**src/rtl/ppp_pkg.sv**
```systemverilog
package ppp_pkg;
   localparam int CTRL_W    = 8;
   localparam int CB_EN     = 0;  // interrupt enable
   localparam int CB_POL    = 1;  // C1 edge select
   localparam int CB_DSEL   = 2;  // data address: 0 direction, 1 pins
   localparam int CB_C2LVL  = 3;  // C2 manual level
   localparam int CB_C2MAN  = 4;  // C2 manual mode
   localparam int CB_C2DIR  = 5;  // C2 direction
   localparam int CB_FLAG2  = 6;  // unused flag, reads zero
   localparam int CB_FLAG1  = 7;  // C1 flag
   localparam int CFG_W     = CB_C2DIR + 1;
endpackage

```
**src/rtl/ppp_sync.sv**
```systemverilog
module ppp_sync #(
   parameter int STAGES = 2
) (
   input  logic clk,
   input  logic rst_n,
   input  logic async_in,
   input  logic rise_sel,
   output logic edge_hit
);
   localparam int CHAIN_W = STAGES + 1;

   generate
      if (STAGES < 2) begin : g_bad_stages
         $error("ppp_sync: STAGES must be at least 2");
      end
   endgenerate

   logic [CHAIN_W-1:0] chain_q;
   logic               now_lvl;
   logic               old_lvl;

   always_ff @(posedge clk) begin
      if (!rst_n) chain_q <= '0;
      else        chain_q <= {chain_q[CHAIN_W-2:0], async_in};
   end

   assign now_lvl  = chain_q[STAGES-1];
   assign old_lvl  = chain_q[STAGES];
   assign edge_hit = rise_sel ? (now_lvl & ~old_lvl) : (~now_lvl & old_lvl);

   // A detected edge always corresponds to a level change between stages
   AST_HIT_IS_CHANGE: assert property (@(posedge clk) disable iff (!rst_n)
      edge_hit |=> (chain_q[STAGES] != $past(chain_q[STAGES])));
endmodule

```
**src/rtl/ppp_ctrl.sv**
```systemverilog
module ppp_ctrl
   import ppp_pkg::*;
(
   input  logic              clk,
   input  logic              rst_n,
   input  logic              wr_ctrl,
   input  logic [CTRL_W-1:0] wval,
   input  logic              rd_clr,
   input  logic              edge_hit,
   output logic [CTRL_W-1:0] ctrl_q
);
   logic [CFG_W-1:0] cfg_q;
   logic             flag_q;

   always_ff @(posedge clk) begin
      if (!rst_n) begin
         cfg_q <= '0;
      end else if (wr_ctrl) begin
         cfg_q <= wval[CFG_W-1:0];
      end
   end

   always_ff @(posedge clk) begin
      if (!rst_n)        flag_q <= 1'b0;
      else if (edge_hit) flag_q <= 1'b1;
      else if (rd_clr)   flag_q <= 1'b0;
   end

   always_comb begin
      ctrl_q            = '0;
      ctrl_q[CFG_W-1:0] = cfg_q;
      ctrl_q[CB_FLAG2]  = 1'b0;
      ctrl_q[CB_FLAG1]  = flag_q;
   end

   AST_FLAG_NEEDS_EDGE: assert property (@(posedge clk) disable iff (!rst_n)
      $rose(flag_q) |-> $past(edge_hit));

   AST_FLAG_CLEARED: assert property (@(posedge clk) disable iff (!rst_n)
      (rd_clr && !edge_hit) |=> !flag_q);

   AST_FLAG_READ_ONLY: assert property (@(posedge clk) disable iff (!rst_n)
      (wr_ctrl && !edge_hit) |=> $stable(flag_q));

   AST_EDGE_WINS: assert property (@(posedge clk) disable iff (!rst_n)
      edge_hit |=> flag_q);
endmodule

```
**src/rtl/ppp_data.sv**
```systemverilog
module ppp_data #(
   parameter int DW = 8
) (
   input  logic          clk,
   input  logic          rst_n,
   input  logic          wr_data,
   input  logic          dsel,
   input  logic [DW-1:0] wval,
   input  logic [DW-1:0] pin_in,
   output logic [DW-1:0] ddr_q,
   output logic [DW-1:0] out_q,
   output logic [DW-1:0] rd_val
);
   logic [DW-1:0] pin_q;
   logic [DW-1:0] pin_view;

   always_ff @(posedge clk) begin
      if (!rst_n) begin
         ddr_q <= '0;
         out_q <= '0;
         pin_q <= '0;
      end else begin
         pin_q <= pin_in;
         if (wr_data && !dsel) ddr_q <= wval;
         if (wr_data &&  dsel) out_q <= wval;
      end
   end

   generate
      for (genvar i = 0; i < DW; i++) begin : g_bit
         assign pin_view[i] = ddr_q[i] ? out_q[i] : pin_q[i];
      end
   endgenerate

   assign rd_val = dsel ? pin_view : ddr_q;

   AST_DDR_HOLD: assert property (@(posedge clk) disable iff (!rst_n)
      !(wr_data && !dsel) |=> $stable(ddr_q));

   AST_OUT_HOLD: assert property (@(posedge clk) disable iff (!rst_n)
      !(wr_data && dsel) |=> $stable(out_q));
endmodule

```
**src/rtl/ppp_side.sv**
```systemverilog
module ppp_side
   import ppp_pkg::*;
#(
   parameter int DW          = 8,
   parameter int SYNC_STAGES = 2
) (
   input  logic          clk,
   input  logic          rst_n,
   input  logic          sel,
   input  logic          addr,
   input  logic          wr,
   input  logic [DW-1:0] wdata,
   output logic [DW-1:0] rdata,
   input  logic [DW-1:0] pin_in,
   output logic [DW-1:0] pin_out,
   output logic [DW-1:0] pin_oe,
   input  logic          c1_in,
   output logic          c2_out,
   output logic          c2_oe,
   output logic          irq_n
);
   generate
      if (DW < CTRL_W) begin : g_bad_width
         $error("ppp_side: DW must be at least the control width");
      end
   endgenerate

   logic              wr_ctrl;
   logic              wr_data;
   logic              rd_clr;
   logic              edge_hit;
   logic [CTRL_W-1:0] ctrl_q;
   logic [DW-1:0]     data_rd;

   assign wr_ctrl = sel &  wr &  addr;
   assign wr_data = sel &  wr & ~addr;
   assign rd_clr  = sel & ~wr & ~addr & ctrl_q[CB_DSEL];

   ppp_sync #(.STAGES(SYNC_STAGES)) sync_i (
      .clk      (clk),
      .rst_n    (rst_n),
      .async_in (c1_in),
      .rise_sel (ctrl_q[CB_POL]),
      .edge_hit (edge_hit)
   );

   ppp_ctrl ctrl_i (
      .clk      (clk),
      .rst_n    (rst_n),
      .wr_ctrl  (wr_ctrl),
      .wval     (wdata[CTRL_W-1:0]),
      .rd_clr   (rd_clr),
      .edge_hit (edge_hit),
      .ctrl_q   (ctrl_q)
   );

   ppp_data #(.DW(DW)) data_i (
      .clk     (clk),
      .rst_n   (rst_n),
      .wr_data (wr_data),
      .dsel    (ctrl_q[CB_DSEL]),
      .wval    (wdata),
      .pin_in  (pin_in),
      .ddr_q   (pin_oe),
      .out_q   (pin_out),
      .rd_val  (data_rd)
   );

   always_comb begin
      if (addr) begin
         rdata             = '0;
         rdata[CTRL_W-1:0] = ctrl_q;
      end else begin
         rdata = data_rd;
      end
   end

   assign c2_oe  = ctrl_q[CB_C2DIR];
   assign c2_out = ctrl_q[CB_C2DIR] & ctrl_q[CB_C2MAN] & ctrl_q[CB_C2LVL];
   assign irq_n  = ~(ctrl_q[CB_FLAG1] & ctrl_q[CB_EN]);

   AST_C2_QUIET: assert property (@(posedge clk) disable iff (!rst_n)
      !c2_oe |-> !c2_out);

   AST_IRQ_NEEDS_FLAG: assert property (@(posedge clk) disable iff (!rst_n)
      (!irq_n && !$past(irq_n) && !$past(wr_ctrl)) |-> $past(ctrl_q[CB_FLAG1]));
endmodule

```
**config.mk**
```make
export PLATFORM = sky130hd
export DESIGN_NAME = ppp_side
export DESIGN_NICKNAME = d
export VERILOG_FILES = /design/src/rtl/ppp_pkg.sv /design/src/rtl/ppp_sync.sv /design/src/rtl/ppp_ctrl.sv /design/src/rtl/ppp_data.sv /design/src/rtl/ppp_side.sv
export SDC_FILE = /design/constraint.sdc
export NUM_CORES = 1
export LEC_CHECK = 0
export BUFFER_PORTS_ARGS = -buffer_cell sky130_fd_sc_hd__clkbuf_2
export CAP_MARGIN = 25
export CORE_UTILIZATION = 30
export CTS_CLUSTER_DIAMETER = 30
export DETAILED_ROUTE_END_ITERATION = 6
export PLACE_DENSITY = 0.56
export SKIP_CTS_REPAIR_TIMING = 1
export SLEW_MARGIN = 10
export SYNTH_ARGS = -nofsm -noshare
export SYNTH_HDL_FRONTEND = slang
export SYNTH_SLANG_ARGS = --single-unit
export TNS_END_PERCENT = 5
```
**constraint.sdc**
```tcl
create_clock -name clk -period 1.4 [get_ports clk]
set_input_delay 0.07 -clock clk [delete_from_list [all_inputs] [get_ports clk]]
set_output_delay 0.07 -clock clk [all_outputs]
set_load 0.005 [all_outputs]
```
==> flow_metrics.py <==
metrics = {
    "run_status": {
        "run_status": "finished, violations left",
        "violated_checks": "hold timing",
    },
    "routing": {
        "detail_route.wirelength_um": 3310,
        "drt_first_pass_iters": 4,
        "drt-initial-drc-count": 36,
        "met2_wirelength_um": 1450,
        "number_of_remaining_drc_errors": 0,
        "detail_route.vias_per_cell": 4.82,
        "route.met3.wl_um": 192,
        "detail-route-antenna-nets": 0,
        "routed-via-count": 1253,
        "met1_length_um": 1640,
        "dr.max_layer_used": "met4",
        "wire_per_inst_um": 12.7,
    },
    "placed_design": {
        "numPortBuffers": 48,
        "place.gp.congestion": 0.728,
        "detailedPlacementHpwl_um": 2350,
        "place_ws_ps": 280,
        "dp_cells": 248,
    },
    "logic_synthesis": {
        "synth-warning-count": 0,
        "synth_adder_area_share_pct": 0,
        "synthCells": 153,
        "synth_edf_count": 0,
        "yosys-mux-area-fraction_pct": 0,
        "syn_std_cell_area_mm2": 0.00140,
        "syn-num-nets": 175,
        "synth_compound_gate_area_share_pct": 18.4,
        "portion_of_the_post_synthesis_area_used_by_sequential_elements_pct": 48.5,
        "syn-mean-instance-area_um2": 9.18,
        "ys_async_sr_fraction_pct": 0,
        "main_combinational_cell_family_by_area_after_synthesis": "simple AND/OR/NAND/NOR gates",
        "netlist-cell-type-count": 23,
        "ys_dominant_reg_cell": "sky130_fd_sc_hd__dfxtp_1",
        "fraction_of_synthesized_cell_area_in_xor_and_xnor_cells_pct": 0,
        "post_synth_and_or_nand_nor_area_fraction_pct": 26.6,
        "ys_seq_elements": 34,
    },
    "worst_setup_path": {
        "cp_data_required_time_ps": 1330,
        "critPathKind": "flop to output port",
        "critPathLaunchType": "flop",
        "critical_path.max_fanout": 7,
        "reg2regPathDepth": 5,
        "arrival_time_at_the_worst_endpoint_ps": 1240,
        "worst_r2r_endpoint": "data_i.ddr_q[3]",
        "timing.rr.start": "ctrl_i.cfg_q[2]",
        "worst_setup_path_startpoint": "ctrl_i.cfg_q[2]",
        "r2r_setup_slack_ps": 250,
        "end_kind": "output port",
    },
    "layout": {
        "drive_gt1_share_pct": 36.5,
        "fill_cells": 451,
        "postLayoutCoreUtil_pct": 41.5,
        "finish.net_count": 229,
        "synthToLayoutAreaGrowth_pct": 30.4,
        "layout_cells_excl_fill": 260,
        "num_antenna_cells": 0,
    },
    "power_and_ir_drop": {
        "vdd.ir_drop.worst_mv": 0.521,
        "cellLeakagePower_uw": 0.000781,
        "power_report.internal_total_uw": 1480,
        "pwr-share-comb_pct": 9.3,
        "power_per_cell_area_mw_per_mm2": 1060,
        "p_sw_uw": 456,
        "p_sw_share_pct": 23.5,
        "clkPwrFrac_pct": 38.1,
        "seq_power_share_pct": 52.5,
    },
    "global_routing": {
        "antenna_found_initial": 0,
        "grt.total_usage_pct": 14.1,
        "grt_start_max_net_pins": 28,
        "grt_pass1_vias": 1122,
        "first_pass_grt_wire_length_um": 5520,
        "gr-total-overflow": 0,
    },
    "timing": {
        "fin_tns_setup_ps": 0,
        "final_max_slew_viol_count": 0,
        "finalSetupViolations": 0,
        "final_hold_fails": 5,
        "share_of_the_clock_period_used_by_the_worst_path_pct": 93.4,
        "clock_skew_ps": 6.94,
        "max_slew_headroom_pct": 72.4,
        "maxClockFrequency_mhz": 765,
        "holdWs_ps": -7.59,
        "fin_crit_ps": 1310,
        "grt_setup_unrepaired": "yes",
        "post-route-worst-setup-slack_ps": 93.0,
        "worst_pin_slew_ps": 413,
    },
    "min_path": {
        "timing.hold.worst_path_depth": 2,
        "min-delay-start": "pin_in[2]",
        "end_point_of_the_most_critical_hold_path": "data_i.pin_q[2]",
        "hold_path_class": "input port to flop",
    },
    "floorplanning": {
        "fp.dieH_um": 70.4,
        "die_w_um": 70.4,
        "die_area_mm2": 0.00496,
        "placeableCoreArea_mm2": 0.00441,
        "io-pin-count": 49,
        "initial_core_utilization_pct": 31.8,
        "placementRows": 24,
    },
    "job": {
        "max_cap_viol_count": 0,
    },
    "clocking": {
        "cts.clk_slew.worst_paths_ps": 70,
        "clkLatencyLatePin_ps": 280,
        "cts_max_path_buffers": 2,
        "tritoncts_num_sinks": 34,
        "cts-buffers-inserted": 5,
        "clock_tree.root_cell": "sky130_fd_sc_hd__clkbuf_8",
        "tritoncts": "yes",
        "clock_tree.htree_level_count": 2,
    },
}
[through the flow]
| stage | cell area, µm² | total power (µW) |
|---|---|---|
| after floorplan | 1400 | 1140 |
| after global placement | 1690 | 1210 |
| after detailed placement | 1690 | 1210 |
| after CTS | 1780 | 1940 |
| after global routing | 1830 | 2020 |
| final | 1830 | 1940 |
[routing by layer]
layer / global-route usage (%) / vias to the layer above
met2: 21.3 / 34
met4: 4.67 / 0
met1: 19.0 / 576
met5: 0 / -
met3: 4.47 / 2
li1: - / 641
[worst max path at each step]
stage	end	slack, ps	depth (start not counted)
6_report	rdata[7]	90	4
5_1_grt	rdata[7]	-5	4
4_1_cts	rdata[5]	-10	4
3_5_place_dp	data_i.ddr_q[3]	280	5
3_3_place_gp	data_i.ddr_q[5]	280	5
2_1_floorplan	data_i.ddr_q[6]	370	5
[cell families (layout without fill, tap and decap cells)]
logic type | Yosys count | count (layout)
AO/OA/AOI/OAI | 42 | 42
buffers and inverters | 14 | 69
flip-flops | 34 | 34
AND/OR/NAND/NOR | 63 | 63
[power by group through the flow]
stage	registers, µW	clock network [µW]	logic [µW]
5_1_grt	1020	801	202
6_report	1020	739	181
4_1_cts	1020	754	173
3_5_place_dp	1040	0	172
2_1_floorplan	1040	0	99.6
3_3_place_gp	1040	0	171
[synthesized netlist by cell type, types with 2 or more instances]
cell type                  instances  area share [%]
sky130_fd_sc_hd__nand3_2           2             1.4
sky130_fd_sc_hd__buf_6             2             1.6
sky130_fd_sc_hd__clkbuf_1          3            0.80
sky130_fd_sc_hd__o31ai_1           6             3.2
sky130_fd_sc_hd__nand3b_1          3             1.6
sky130_fd_sc_hd__a21oi_1          10             3.6
sky130_fd_sc_hd__nand2_1          15             4.0
sky130_fd_sc_hd__o21ai_2           8             5.0
sky130_fd_sc_hd__dfxtp_1          34              48
sky130_fd_sc_hd__inv_1             2            0.53
sky130_fd_sc_hd__o21ai_0          17             6.1
sky130_fd_sc_hd__nand3_1          21             7.5
sky130_fd_sc_hd__nor3b_1           7             3.7
sky130_fd_sc_hd__and2_1           11             4.9
sky130_fd_sc_hd__buf_2             4             1.4
[sequential cells by signal, indices dropped and copies added, names as in the netlist]
name            count
sync_i.chain_q      3
ctrl_i.flag_q       1
data_i.out_q        8
data_i.ddr_q        8
ctrl_i.cfg_q        6
data_i.pin_q        8
[critical path, cell delays in order, from the launching register on]
cell                       delay [ps]
sky130_fd_sc_hd__dfxtp_2          340
sky130_fd_sc_hd__inv_2            140
sky130_fd_sc_hd__nor3b_1           70
sky130_fd_sc_hd__o31ai_1          250
sky130_fd_sc_hd__clkbuf_2         160
[layout make-up]
class	instances	area (µm²)	share of cell area, %
Multi-Input combinational cell	105	636	34.7
Tap cell	52	65.1	3.55
Sequential cell	34	682	37.3
Clock buffer	7	86.3	4.72
Inverter	2	7.51	0.410
Timing Repair Buffer	59	349	19.1
Clock inverter	1	5.00	0.273
[layout by cell type (no fill, tap or decap), drive strengths merged, types with 3 or more instances in the layout]
cell type,n
o21ai,25
buf,7
nand2,15
clkbuf,55
dlygate4sd3,4
nand3,23
dfxtp,34
nand3b,3
o31ai,6
nor3b,7
and2,11
a21oi,10
No activity file was read; power rests on OpenSTA's default activity.
